$ cat src/rtl/dsel_pkg.sv
package dsel_pkg;

  typedef enum logic {
    MODE_JTAG  = 1'b0,
    MODE_SWIRE = 1'b1
  } dsel_mode_e;

endpackage

$ cat src/rtl/dsel_rst_sync.sv
module dsel_rst_sync (
  input  logic clk,
  input  logic arst_n,
  output logic rst_n
);

  logic [1:0] sync_q;

  always_ff @(posedge clk or negedge arst_n) begin
    if (!arst_n) begin
      sync_q <= 2'b00;
    end else begin
      sync_q <= {sync_q[0], 1'b1};
    end
  end

  assign rst_n = sync_q[1];

endmodule

$ cat src/rtl/dsel_run_arm.sv
module dsel_run_arm #(
  parameter int ARM_RUN = 51
) (
  input  logic clk,
  input  logic rst_n,
  input  logic line_i,
  input  logic done_i,
  output logic armed_o
);

  localparam int CNT_W = $clog2(ARM_RUN + 1);
  localparam logic [CNT_W-1:0] CNT_FULL = CNT_W'(ARM_RUN);
  localparam logic [CNT_W-1:0] CNT_LAST = CNT_W'(ARM_RUN - 1);

  logic [CNT_W-1:0] cnt_q, cnt_d;
  logic             armed_q, armed_d;
  logic             cnt_en, armed_en;

  // next state
  always_comb begin
    cnt_d   = cnt_q;
    armed_d = armed_q;
    if (armed_q) begin
      if (done_i) begin
        cnt_d   = '0;
        armed_d = 1'b0;
      end
    end else if (line_i) begin
      if (cnt_q != CNT_FULL) begin
        cnt_d = cnt_q + 1'b1;
      end
      if (cnt_q == CNT_LAST) begin
        armed_d = 1'b1;
      end
    end else begin
      cnt_d = '0;
    end
  end

  assign cnt_en   = !armed_q || done_i;
  assign armed_en = cnt_en;

  // registers
  always_ff @(posedge clk or negedge rst_n) begin
    if (!rst_n) begin
      cnt_q   <= '0;
      armed_q <= 1'b0;
    end else begin
      if (cnt_en)   cnt_q   <= cnt_d;
      if (armed_en) armed_q <= armed_d;
    end
  end

  assign armed_o = armed_q;


  run_cnt_bound_chk: assert property (@(posedge clk) disable iff (!rst_n)
    cnt_q <= CNT_FULL);


  arm_after_one_chk: assert property (@(posedge clk) disable iff (!rst_n)
    $rose(armed_q) |-> $past(line_i));

endmodule

$ cat src/rtl/dsel_shift_cmp.sv
module dsel_shift_cmp #(
  parameter int               PAT_W     = 16,
  parameter logic [PAT_W-1:0] PAT_TO_SW = 16'h79E7,
  parameter logic [PAT_W-1:0] PAT_TO_JT = 16'h3CE7
) (
  input  logic clk,
  input  logic rst_n,
  input  logic line_i,
  input  logic armed_i,
  input  logic act_rst_i,
  output logic done_o,
  output logic hit_sw_o,
  output logic hit_jt_o
);

  localparam int BC_W = $clog2(PAT_W);
  localparam logic [BC_W-1:0] BC_LAST = BC_W'(PAT_W - 1);

  logic [PAT_W-2:0] sh_q, sh_d;
  logic [BC_W-1:0]  bcnt_q, bcnt_d;
  logic             qual_q, qual_d;
  logic             take, last, first;
  logic             sh_en, bcnt_en, qual_en;
  logic [PAT_W-1:0] word;

  // a bit is taken once armed; leading ones extend the run
  assign take  = armed_i && ((bcnt_q != '0) || !line_i);
  assign first = take && (bcnt_q == '0);
  assign last  = take && (bcnt_q == BC_LAST);
  assign word  = {sh_q, line_i};

  // next state
  always_comb begin
    sh_d   = {sh_q[PAT_W-3:0], line_i};
    bcnt_d = last ? '0 : bcnt_q + 1'b1;
    qual_d = act_rst_i;
  end

  assign sh_en   = take;
  assign bcnt_en = take;
  assign qual_en = first;

  // registers
  always_ff @(posedge clk or negedge rst_n) begin
    if (!rst_n) begin
      sh_q   <= '0;
      bcnt_q <= '0;
      qual_q <= 1'b0;
    end else begin
      if (sh_en)   sh_q   <= sh_d;
      if (bcnt_en) bcnt_q <= bcnt_d;
      if (qual_en) qual_q <= qual_d;
    end
  end

  assign done_o   = last;
  assign hit_sw_o = last && qual_q && (word == PAT_TO_SW);
  assign hit_jt_o = last && qual_q && (word == PAT_TO_JT);


  collect_while_armed_chk: assert property (@(posedge clk) disable iff (!rst_n)
    (bcnt_q != '0) |-> armed_i);


  one_hit_chk: assert property (@(posedge clk) disable iff (!rst_n)
    !(hit_sw_o && hit_jt_o));

endmodule

$ cat src/rtl/dsel_mode_reg.sv
module dsel_mode_reg
  import dsel_pkg::*;
(
  input  logic clk,
  input  logic rst_n,
  input  logic hit_sw_i,
  input  logic hit_jt_i,
  output logic mode_o,
  output logic pulse_o
);

  dsel_mode_e mode_q, mode_d;
  logic       pulse_q, pulse_d;
  logic       mode_en;

  // next state
  always_comb begin
    mode_d  = mode_q;
    if (hit_sw_i) begin
      mode_d = MODE_SWIRE;
    end else if (hit_jt_i) begin
      mode_d = MODE_JTAG;
    end
    pulse_d = hit_sw_i || hit_jt_i;
  end

  assign mode_en = hit_sw_i || hit_jt_i;

  // registers
  always_ff @(posedge clk or negedge rst_n) begin
    if (!rst_n) begin
      mode_q  <= MODE_JTAG;
      pulse_q <= 1'b0;
    end else begin
      if (mode_en) mode_q <= mode_d;
      pulse_q <= pulse_d;
    end
  end

  assign mode_o  = mode_q;
  assign pulse_o = pulse_q;


  pulse_single_chk: assert property (@(posedge clk) disable iff (!rst_n)
    pulse_q |=> !pulse_q);


  mode_moves_with_pulse_chk: assert property (@(posedge clk) disable iff (!rst_n)
    !$stable(mode_q) |-> pulse_q);

endmodule

$ cat src/rtl/dbg_proto_sel.sv
module dbg_proto_sel #(
  parameter int               ARM_RUN   = 51,
  parameter int               PAT_W     = 16,
  parameter logic [PAT_W-1:0] PAT_TO_SW = 16'h79E7,
  parameter logic [PAT_W-1:0] PAT_TO_JT = 16'h3CE7
) (
  input  logic clk_dbg,
  input  logic por_n,
  input  logic line_in,
  input  logic jtag_in_reset_i,
  input  logic swire_in_reset_i,
  output logic mode_swire_o,
  output logic switch_pulse_o
);

  logic rst_n;
  logic armed, done, hit_sw, hit_jt;
  logic mode, act_rst;

  dsel_rst_sync u_rst (
    .clk    (clk_dbg),
    .arst_n (por_n),
    .rst_n  (rst_n)
  );

  dsel_run_arm #(.ARM_RUN(ARM_RUN)) u_arm (
    .clk     (clk_dbg),
    .rst_n   (rst_n),
    .line_i  (line_in),
    .done_i  (done),
    .armed_o (armed)
  );

  assign act_rst = mode ? swire_in_reset_i : jtag_in_reset_i;

  dsel_shift_cmp #(
    .PAT_W     (PAT_W),
    .PAT_TO_SW (PAT_TO_SW),
    .PAT_TO_JT (PAT_TO_JT)
  ) u_cmp (
    .clk       (clk_dbg),
    .rst_n     (rst_n),
    .line_i    (line_in),
    .armed_i   (armed),
    .act_rst_i (act_rst),
    .done_o    (done),
    .hit_sw_o  (hit_sw),
    .hit_jt_o  (hit_jt)
  );

  dsel_mode_reg u_mode (
    .clk      (clk_dbg),
    .rst_n    (rst_n),
    .hit_sw_i (hit_sw),
    .hit_jt_i (hit_jt),
    .mode_o   (mode),
    .pulse_o  (switch_pulse_o)
  );

  assign mode_swire_o = mode;


  disarm_after_word_chk: assert property (@(posedge clk_dbg) disable iff (!rst_n)
    done |=> !armed);

endmodule

$ cat config.mk
export PLATFORM = sky130hd
export DESIGN_NAME = dbg_proto_sel
export DESIGN_NICKNAME = d
export VERILOG_FILES = /design/src/rtl/dsel_pkg.sv /design/src/rtl/dsel_rst_sync.sv /design/src/rtl/dsel_run_arm.sv /design/src/rtl/dsel_shift_cmp.sv /design/src/rtl/dsel_mode_reg.sv /design/src/rtl/dbg_proto_sel.sv
export SDC_FILE = /design/constraint.sdc
export NUM_CORES = 1
export LEC_CHECK = 0
export BUFFER_PORTS_ARGS = -buffer_cell sky130_fd_sc_hd__buf_4
export CORE_MARGIN = 5
export CORE_UTILIZATION = 50
export DETAILED_ROUTE_END_ITERATION = 7
export PLACE_DENSITY = 0.66
export SYNTH_ARGS = -nofsm -noshare
export SYNTH_HDL_FRONTEND = slang
export SYNTH_SLANG_ARGS = --single-unit
$ cat constraint.sdc
create_clock -name clk_dbg -period 0.84 [get_ports clk_dbg]
set_input_delay 0.168 -clock clk_dbg [delete_from_list [all_inputs] [get_ports clk_dbg]]
set_output_delay 0.168 -clock clk_dbg [all_outputs]
set_load 0.01 [all_outputs]
Word-level counts from Yosys, hierarchy flattened:

Index checks and enable logic that the tools add are counted.

* $add $sub $neg: 2
* equality and inequality tests: 7
* mux-type cells: 12
* reduce and logical (&&, ||, !) cells: 16

Operators with widths (number)
* two-way mux 6 bit: 4
* equality test 16 x 14 -> 1 bit (second input constant): 1
* equality test 16 x 15 -> 1 bit (second input constant): 1
* two-way mux 1 bit: 7
* adder 6 x 1 -> 6 bit (second input constant): 1
* equality test 6 bit (second input constant): 1
* logical AND 1 bit: 6
* != test 6 bit (second input constant): 1
* adder 4 x 1 -> 4 bit (second input constant): 1
* equality test 4 bit (second input constant): 1
* zero test 4 bit: 1
* two-way mux 4 bit: 1
* nonzero test 4 bit: 1
* logical OR 1 bit: 3
* != test 3 x 1 -> 1 bit (second input constant): 1
* AND reduction 3 bit: 1
* zero test 1 bit: 2
* != test 2 x 1 -> 1 bit (second input constant): 1
* AND reduction 2 bit: 1
* nonzero test 2 bit: 1

* register bits: 31
* output and inout port bits: 2
* word-level logic and storage cells: 45

Logic depth before layout (Yosys ltp):

Gate-level depths: netlist (run 1).

* depth in word-level cells: 8
* gate-level depth with buffers: 7
* depth with buffers taken out: 6

Cells and area by module:

A second synthesis (run 1) with hierarchy kept.

* cells, all modules: 115
* area, all modules: 1476.4 um2

By module, submodules not included
* dsel_shift_cmp: times used 1, cells an instance 67, area an instance 944.7 um2, seq. area each 500.5 um2
* dsel_run_arm: times used 1, cells an instance 39, area an instance 395.4 um2, seq. area each 175.2 um2
* dsel_mode_reg: times used 1, cells an instance 5, area an instance 67.6 um2, seq. area each 50.0 um2
* dsel_rst_sync: times used 1, cells an instance 3, area an instance 53.8 um2, seq. area each 50.0 um2
* dbg_proto_sel: times used 1, cells an instance 1, area an instance 15.0 um2, seq. area each 0.0 um2

Worst setup path before layout (run 1):

Ideal clock, no wire load.

* kind: register to register
* from: reg u_cmp.bcnt_q[0]
* to: reg u_cmp.bcnt_q[1]
* library setup time: 125 ps
* arrival: 1730 ps
* data required time: 715 ps
* setup slack: -1015 ps
* stages on the path, launching flop included: 7
* path buffers: 1
* period minus slack after synthesis: 1855 ps
* cell sequence: dfrtp_1 > inv_1 > ha_1 > or3b_4 > o21ai_4 > buf_8 > mux2_2

* longest elaborated chain between the ends: 5

Ends and longest elaborated chain
* from (decl): line dsel_shift_cmp.sv:20 `logic [BC_W-1:0] bcnt_q, bcnt_d;`
* from (signal assigned): line dsel_shift_cmp.sv:51 `if (bcnt_en) bcnt_q <= bcnt_d;`
* branches (longest 5 deep; another with adder 4 x 1 -> 4 bit)

Several ways; the timed one is not identified.
A chain may end at the register's enable or synchronous reset.

Worst setup path in the final report (run 1):

* from: reg u_cmp.bcnt_q[1]
* to: reg u_cmp.sh_q[4]

* longest elaborated chain between the ends: 3

Ends and longest elaborated chain
* nonzero test 4 bit: line dsel_shift_cmp.sv:27 `assign take = armed_i && ((bcnt_q != '0) || !line_i);`
* logical OR 1 bit: line dsel_shift_cmp.sv:27
* logical AND 1 bit: line dsel_shift_cmp.sv:27
* to (signal assigned): line dsel_shift_cmp.sv:46 `sh_q <= '0;`
* to (signal assigned): line dsel_shift_cmp.sv:50 `if (sh_en) sh_q <= sh_d;`
* to (decl): line dsel_shift_cmp.sv:19 `logic [PAT_W-2:0] sh_q, sh_d;`

Every way passes these cells.

==> impl_metrics.json, run 1 <==
{
  "fin_crit_sh_pct": 221,
  "floorplan.initialDensity_pct": 51.9,
  "dr.pass1.iters": 4,
  "slew_violations": 0,
  "design_area_um2": 2070,
  "setup_viol": 31,
  "fp.dieH_um": 63.2,
  "syn_nets": 126,
  "worst_setup_path_start_kind": "flop",
  "max_freq_mhz": 538,
  "syn_inst": 117,
  "finalCriticalPeriod_ns": 1.86,
  "grt_pass1_wl_mm": 5.42,
  "wire_per_inst_um": 15.8,
  "clock-sinks": 31,
  "fp.coreArea_um2": 2730,
  "vias": 1084,
  "syn_area_um2": 1420,
  "io_buffers": 6,
  "finalHoldViolCount": 0,
  "synth_cell_types": 32,
  "leakage_nw": 0.999,
  "endpoint_kind": "flop",
  "min_path_type": "in -> async",
  "layout-drive-gt1-share_pct": 56.1,
  "first_iter_violations": 22,
  "cp_max_fo": 14,
  "worstPathArrival_ns": 2.07,
  "cpPeakStageDelay_ns": 0.41,
  "antenna_found_initial": 0,
  "final_cell_mix": "buf_4, dfrtp_1, mux2_2",
  "path_cells": "inv_1, ha_4, or3b_4, o21ai_4, buf_12, mux2_2",
  "row_count": 19,
  "p_per_area_nw_per_um2": 1800,
  "dp_worst_setup_slack_ns": -0.929,
  "syn_to_final_growth_pct": 46.2,
  "ys.warnings.count": 0,
  "drc": 0,
  "crit_path_top_delay_cell": "dfrtp_1",
  "p_total_mw": 3.74,
  "ant_nets": 0,
  "fin_tns_setup_ns": -24.36,
  "first_global_vias": 1228,
  "cts_tree": "done",
  "die_w_um": 63.2,
  "root_buffer": "clkbuf_4",
  "status": "finished, violations left",
  "htreeDepth": 2,
  "rsz0062_at_grt": "true",
  "required_ns": 1.05,
  "gp_congestion": 0.844,
  "grt_max_degree": 30,
  "ys_seq_area_share_pct": 54.7,
  "placed_area_um2": 1780,
  "clk_path_buf_depth": 2,
  "layout_commonest_cell": "buf_4",
  "clock-skew-final_ns": 0.0105,
  "via_per_inst": 5.37,
  "drt_wl_total_mm": 3.20,
  "max_cap_violations": 0,
  "hold_slack_ns": 0.154,
  "fillers": 173,
  "hpwl_mm": 1.99,
  "violations": "negative setup slack",
  "finalWorstSetupSlack_ns": -1.02,
  "ys_ff_latch": 31,
  "critPathKind": "reg -> reg",
  "cts_buffers": 5,
  "syn_avg_cell_area_um2": 12.1,
  "peakVddDrop_mv": 1.77,
  "diodes": 0,
  "clk_pin_slew_ns": 0.11,
  "io_pins": 7,
  "clock_latency_ns": 0.33,
  "dieArea_um2": 4000,
  "grt_overflow_total": 0,
  "final_nets": 179,
  "grt_usage_pct": 17.2
}
==> through the flow <==
stage	util (%)	cells
after detailed placement	65.3	187
after global routing	75.8	202
after floorplan	-	117
after global placement	65.3	187
after CTS	73.3	202
final	75.8	202
==> synth_stat cells, drive strengths merged <==
master	count	share of area, %
a311oi	1	0.62
or3b	1	0.79
o21ai	9	4.0
nand2b	2	0.88
dfrtp	31	55
and4bb	1	0.88
nand3	5	1.8
xnor2	1	0.62
ha	4	3.5
xor2	2	1.2
nand4b	2	1.2
o31ai	4	2.1
nand4bb	1	0.79
nor2b	2	0.88
or2	1	0.62
nor4	1	0.44
nor2	8	2.3
a21oi	3	1.1
and3	1	0.44
buf	2	1.4
mux2	15	12
inv	6	1.6
mux2i	2	1.4
nor3b	1	0.53
a32o	2	1.5
nand2	6	1.6
a31oi	2	0.88
conb	1	0.26
==> sequential cells by signal (all words and copies together) (netlist names) <==
signal and cells:
u_arm.cnt_q 6, u_mode.pulse_o 1, u_mode.mode_o 1, u_arm.armed_o 1
u_cmp.sh_q 15, u_rst.sync_q 2, u_cmp.qual_q 1, u_cmp.bcnt_q 4
==> metal layers <==
metal,vias to the layer above,global-route usage [%],wire length (um)
li1,520,-,-
met1,541,20.0,1330
met2,16,29.6,1700
met3,7,5.51,93
met4,0,6.23,68
met5,-,0,0
==> cell type report <==
class	count	area, um^2	area share [%]
multi-input combinational	78	737	35.6
clock buffer	6	51.3	2.48
timing repair buffer	48	410	19.8
tap	31	38.8	1.87
clock inverter	2	35.0	1.69
inverter	6	22.5	1.09
sequential	31	777	37.5
==> worst max-delay path: cells and delay by family (launching register included) <==
kind,cells,cell delay [ns]
simple gates,1,0.40
flops,1,0.41
compound gates,1,0.19
buf+inv,2,0.26
fa+ha+maj,1,0.12
mux,1,0.35
==> repair_timing <==
action / in CTS / in global routing
hold buffers: 1 / 0
gates cloned: 0 / 0
endpoints found under the setup margin: 31 / 31
pin swaps: 2 / 6
setup buffers: 6 / 1
endpoints found under the hold margin: 2 / 0
resized for setup: 20 / 15
==> logic make-up after synthesis <==
group                    after synthesis  synth area share [%]
AO/OA/AOI/OAI                         21                  10.2
XOR/XNOR                               3                  1.85
adder cells (fa/ha/maj)                4                  3.53
multiplexers                          17                  13.3
buffers and inverters                  8                  3.00
flip-flops                            31                  54.7
other                                  1                 0.265
AND/OR/NAND/NOR                       32                  13.2
==> power breakdown <==
group / total, mW / internal (mW) / switching [mW]
logic: 0.815 / 0.441 / 0.374
clock network: 1.24 / 0.703 / 0.535
registers: 1.68 / 1.61 / 0.0756
==> final timing paths <==
check / start / slack, ns / to / depth (start not counted)
min reg2reg: u_rst.sync_q[1] / 0.20 / u_cmp.sh_q[1] / 1
max in group asynchronous: u_rst.sync_q[1] / 0.47 / u_cmp.sh_q[5] / 1
max reg2reg: u_cmp.bcnt_q[1] / -1.02 / u_cmp.sh_q[4] / 6
min: por_n / 0.15 / u_rst.sync_q[1] / 2
min in group clk_dbg: swire_in_reset_i / 0.22 / u_cmp.qual_q / 3
max: u_cmp.bcnt_q[1] / -1.02 / u_cmp.sh_q[4] / 6
No activity file was read; power rests on OpenSTA's default activity.
==> run 2: changes to the inputs <==
--- a/config.mk
+++ b/config.mk
@@ -5,9 +5,11 @@
 export SDC_FILE = /design/constraint.sdc
 export NUM_CORES = 1
 export LEC_CHECK = 0
-export BUFFER_PORTS_ARGS = -buffer_cell sky130_fd_sc_hd__buf_4
+export ABC_AREA = 1
+export BUFFER_PORTS_ARGS = -buffer_cell sky130_fd_sc_hd__buf_2
 export CORE_MARGIN = 5
 export CORE_UTILIZATION = 50
+export CTS_CLUSTER_SIZE = 16
 export DETAILED_ROUTE_END_ITERATION = 7
 export PLACE_DENSITY = 0.66
 export SYNTH_ARGS = -nofsm -noshare
==> run 2 against run 1 <==
The flow still finishes with violations (negative setup slack). Wire length increased by 19%. Synthesized area increased by 9.1%. Global-route usage increased by 2.1 points. Hold slack got worse by 0.027 ns. Critical path depth increased by 1. Design area increased by 4.9%. Non-clock buffer count increased by 4. Clock skew decreased by 0.0035 ns. First-iteration DRC count increased to 3.5 times the previous value. Sequential share of layout area decreased by 1.7 points. Critical path type unchanged.
==> impl_metrics.json, run 2 <==
{
  "yosysTopAreaCell": "dfrtp_1",
  "io_pins": 7,
  "finalHoldViolCount": 0,
  "syn_inst": 185,
  "synth_cell_types": 27,
  "clock-sinks": 31,
  "leakage_nw": 1.10,
  "synth_most_common_cell": "nand2_1",
  "die_w_um": 65.6,
  "ys.warnings.count": 0,
  "worstPathArrival_ns": 1.61,
  "grt_max_degree": 20,
  "synthAdderAreaFrac_pct": 3.24,
  "hpwl_mm": 2.38,
  "final_nets": 251,
  "vias": 1396,
  "postLayoutCoreUtil_pct": 72.4,
  "fillers": 212,
  "dieArea_um2": 4310,
  "via_per_inst": 5.06,
  "dr.pass1.iters": 4,
  "synthTopCellsByArea": "dfrtp_1, nand2_1, inv_1, nor2_1, o21ai_0",
  "rsz0062_at_grt": "true",
  "ys_top_cells_by_count": "nand2_1, dfrtp_1, inv_1",
  "layout-drive-gt1-share_pct": 43.2,
  "clk_path_buf_depth": 2,
  "multi_input_area_um2": 767,
  "ys_seq_area_share_pct": 50.2,
  "diodes": 0,
  "fin_tns_setup_ns": -13.28,
  "synth_simple_gate_area_share_pct": 26.5,
  "final_cell_mix": "buf_4, nand2_1, dfrtp_1",
  "ff_latch_area_um2": 777,
  "layout_commonest_cell": "buf_4",
  "synth_top_family_by_area": "simple AND/OR/NAND/NOR gates",
  "clock-skew-final_ns": 0.00702,
  "clock_latency_ns": 0.34,
  "stdcell_count": 276,
  "antenna_found_initial": 0,
  "largest_register_ffs": 15,
  "grt_overflow_total": 0,
  "grt_pass1_wl_mm": 6.26,
  "fin_crit_sh_pct": 159,
  "synth_xor_area_share_pct": 2.27,
  "min_path_type": "in -> async",
  "ys_ff_latch": 31,
  "fp.dieH_um": 65.6,
  "row_count": 20,
  "synth_mux_area_share_pct": 0,
  "cts_buffers": 5,
  "dominantRegCellSynth": "dfrtp_1",
  "htreeDepth": 2,
  "drc": 0,
  "peakVddDrop_mv": 0.971,
  "syn_area_um2": 1550,
  "largest-register": "u_cmp.sh_q",
  "ys_async_sr_fraction_pct": 100,
  "first_global_vias": 1473,
  "fp.coreArea_um2": 3000,
  "wire_per_inst_um": 13.7,
  "root_buffer": "clkbuf_4",
  "synth-compound-area-share_pct": 9.06,
  "max_cap_violations": 0,
  "cts_tree": "done",
  "slew_violations": 0,
  "endpoint_kind": "flop",
  "max_freq_mhz": 746,
  "violations": "negative setup slack",
  "io_buffers": 6,
  "syn_nets": 194,
  "ant_nets": 0,
  "status": "finished, violations left",
  "reg_top3": "u_cmp.sh_q x15, u_arm.cnt_q x6, u_cmp.bcnt_q x4",
  "syn_avg_cell_area_um2": 8.36,
  "setup_viol": 31,
  "required_ns": 1.11,
  "drt_wl_total_mm": 3.79,
  "synth_edf_count": 0,
  "grt_usage_pct": 19.4,
  "critPathKind": "reg -> reg",
  "p_per_area_nw_per_um2": 1170,
  "cp_max_fo": 8,
  "dp_cells": 256,
  "first_iter_violations": 78,
  "syn_to_final_growth_pct": 40.5,
  "reg2reg_slack_ns": -0.50,
  "finalWorstSetupSlack_ns": -0.500,
  "yosysTopAreaCellShare_pct": 50.2,
  "floorplan.initialDensity_pct": 51.5,
  "finalCriticalPeriod_ns": 1.34,
  "clk_pin_slew_ns": 0.10,
  "gp_congestion": 0.823,
  "worst_setup_path_start_kind": "flop"
}
-- run 2: cell types whose count changed after synthesis, sizes merged, moves of 4 or more --
| cell | change |
|---|---|
| nand3 | +6 |
| nand2 | +49 |
| o31ai | -4 |
| inv | +21 |
| nor2 | +8 |
| nand4 | +6 |
| o21ai | +12 |
| mux2 | -15 |
-- run 2: cell type report --
type	instances	area share (%)
timing repair inverter	1	0.288
inverter	28	5.35
tap	33	1.90
clock inverter	1	0.230
sequential	31	35.8
multi-input combinational	123	35.3
clock buffer	7	2.07
timing repair buffer	52	19.1
-- run 2: power by group --
group	total, mW	switching [mW]	internal [mW]
Combinational	0.153	0.0890	0.0644
Clock	0.860	0.534	0.326
Sequential	1.52	0.0113	1.51
-- run 2: cell families (layout without fill, tap and decap cells) --
kind of cell	after synthesis	count (layout)
buffers and inverters	31	89
xor gates and xnor gates	4	4
adders and majority gates	4	4
and+or+nand+nor	91	91
other	1	1
DFF	31	31
AOI/OAI and AO/OA	23	23
-- run 2: final timing paths --
kind | startpoint | to | cells past startpoint
setup / recovery | u_cmp.bcnt_q[0] | u_cmp.sh_q[13] | 7
hold / removal | por_n | u_rst.sync_q[1] | 2
setup reg to reg | u_cmp.bcnt_q[0] | u_cmp.sh_q[13] | 7
hold reg to reg | u_rst.sync_q[1] | u_cmp.bcnt_q[1] | 1
max in group asynchronous | u_rst.sync_q[1] | u_arm.cnt_q[2] | 1
min in group clk_dbg | jtag_in_reset_i | u_cmp.qual_q | 5
-- run 2: timing repair --
| action | CTS | global route |
|---|---|---|
| pin swaps | 5 | 2 |
| setup endpoints to repair | 31 | 31 |
| buffers inserted | 6 | 3 |
| cloned | 1 | 1 |
| hold buffers | 1 | 0 |
| endpoints found under the hold margin | 2 | 0 |
| resized for setup | 15 | 27 |
-- run 2: routing by layer --
layer	track usage (%)	share of wire [%]
met1	20.7	39
met2	33.5	54
met3	6.67	3.7
met4	10.1	2.7
met5	0	0
-- run 2: worst max-delay path: stages (launching register included) --
cell	delay (ns)
dfrtp_1	0.43
inv_2	0.10
ha_4	0.15
nand3_4	0.12
nand2_8	0.16
inv_8	0.06
buf_4	0.13
o21ai_2	0.11
-- run 2: metrics by stage --
stage                     worst slack (ns)  cell area [um^2]  total power [mW]  hold slack [ns]
after global routing                -0.564              2170              2.65            0.109
after floorplan                     -0.353              1590              1.62           -0.128
final                               -0.500              2170              2.54            0.127
after global placement              -0.404              1890              1.68          -0.0474
after detailed placement            -0.456              1890              1.69          -0.0434
after CTS                           -0.428              2050              2.54            0.111
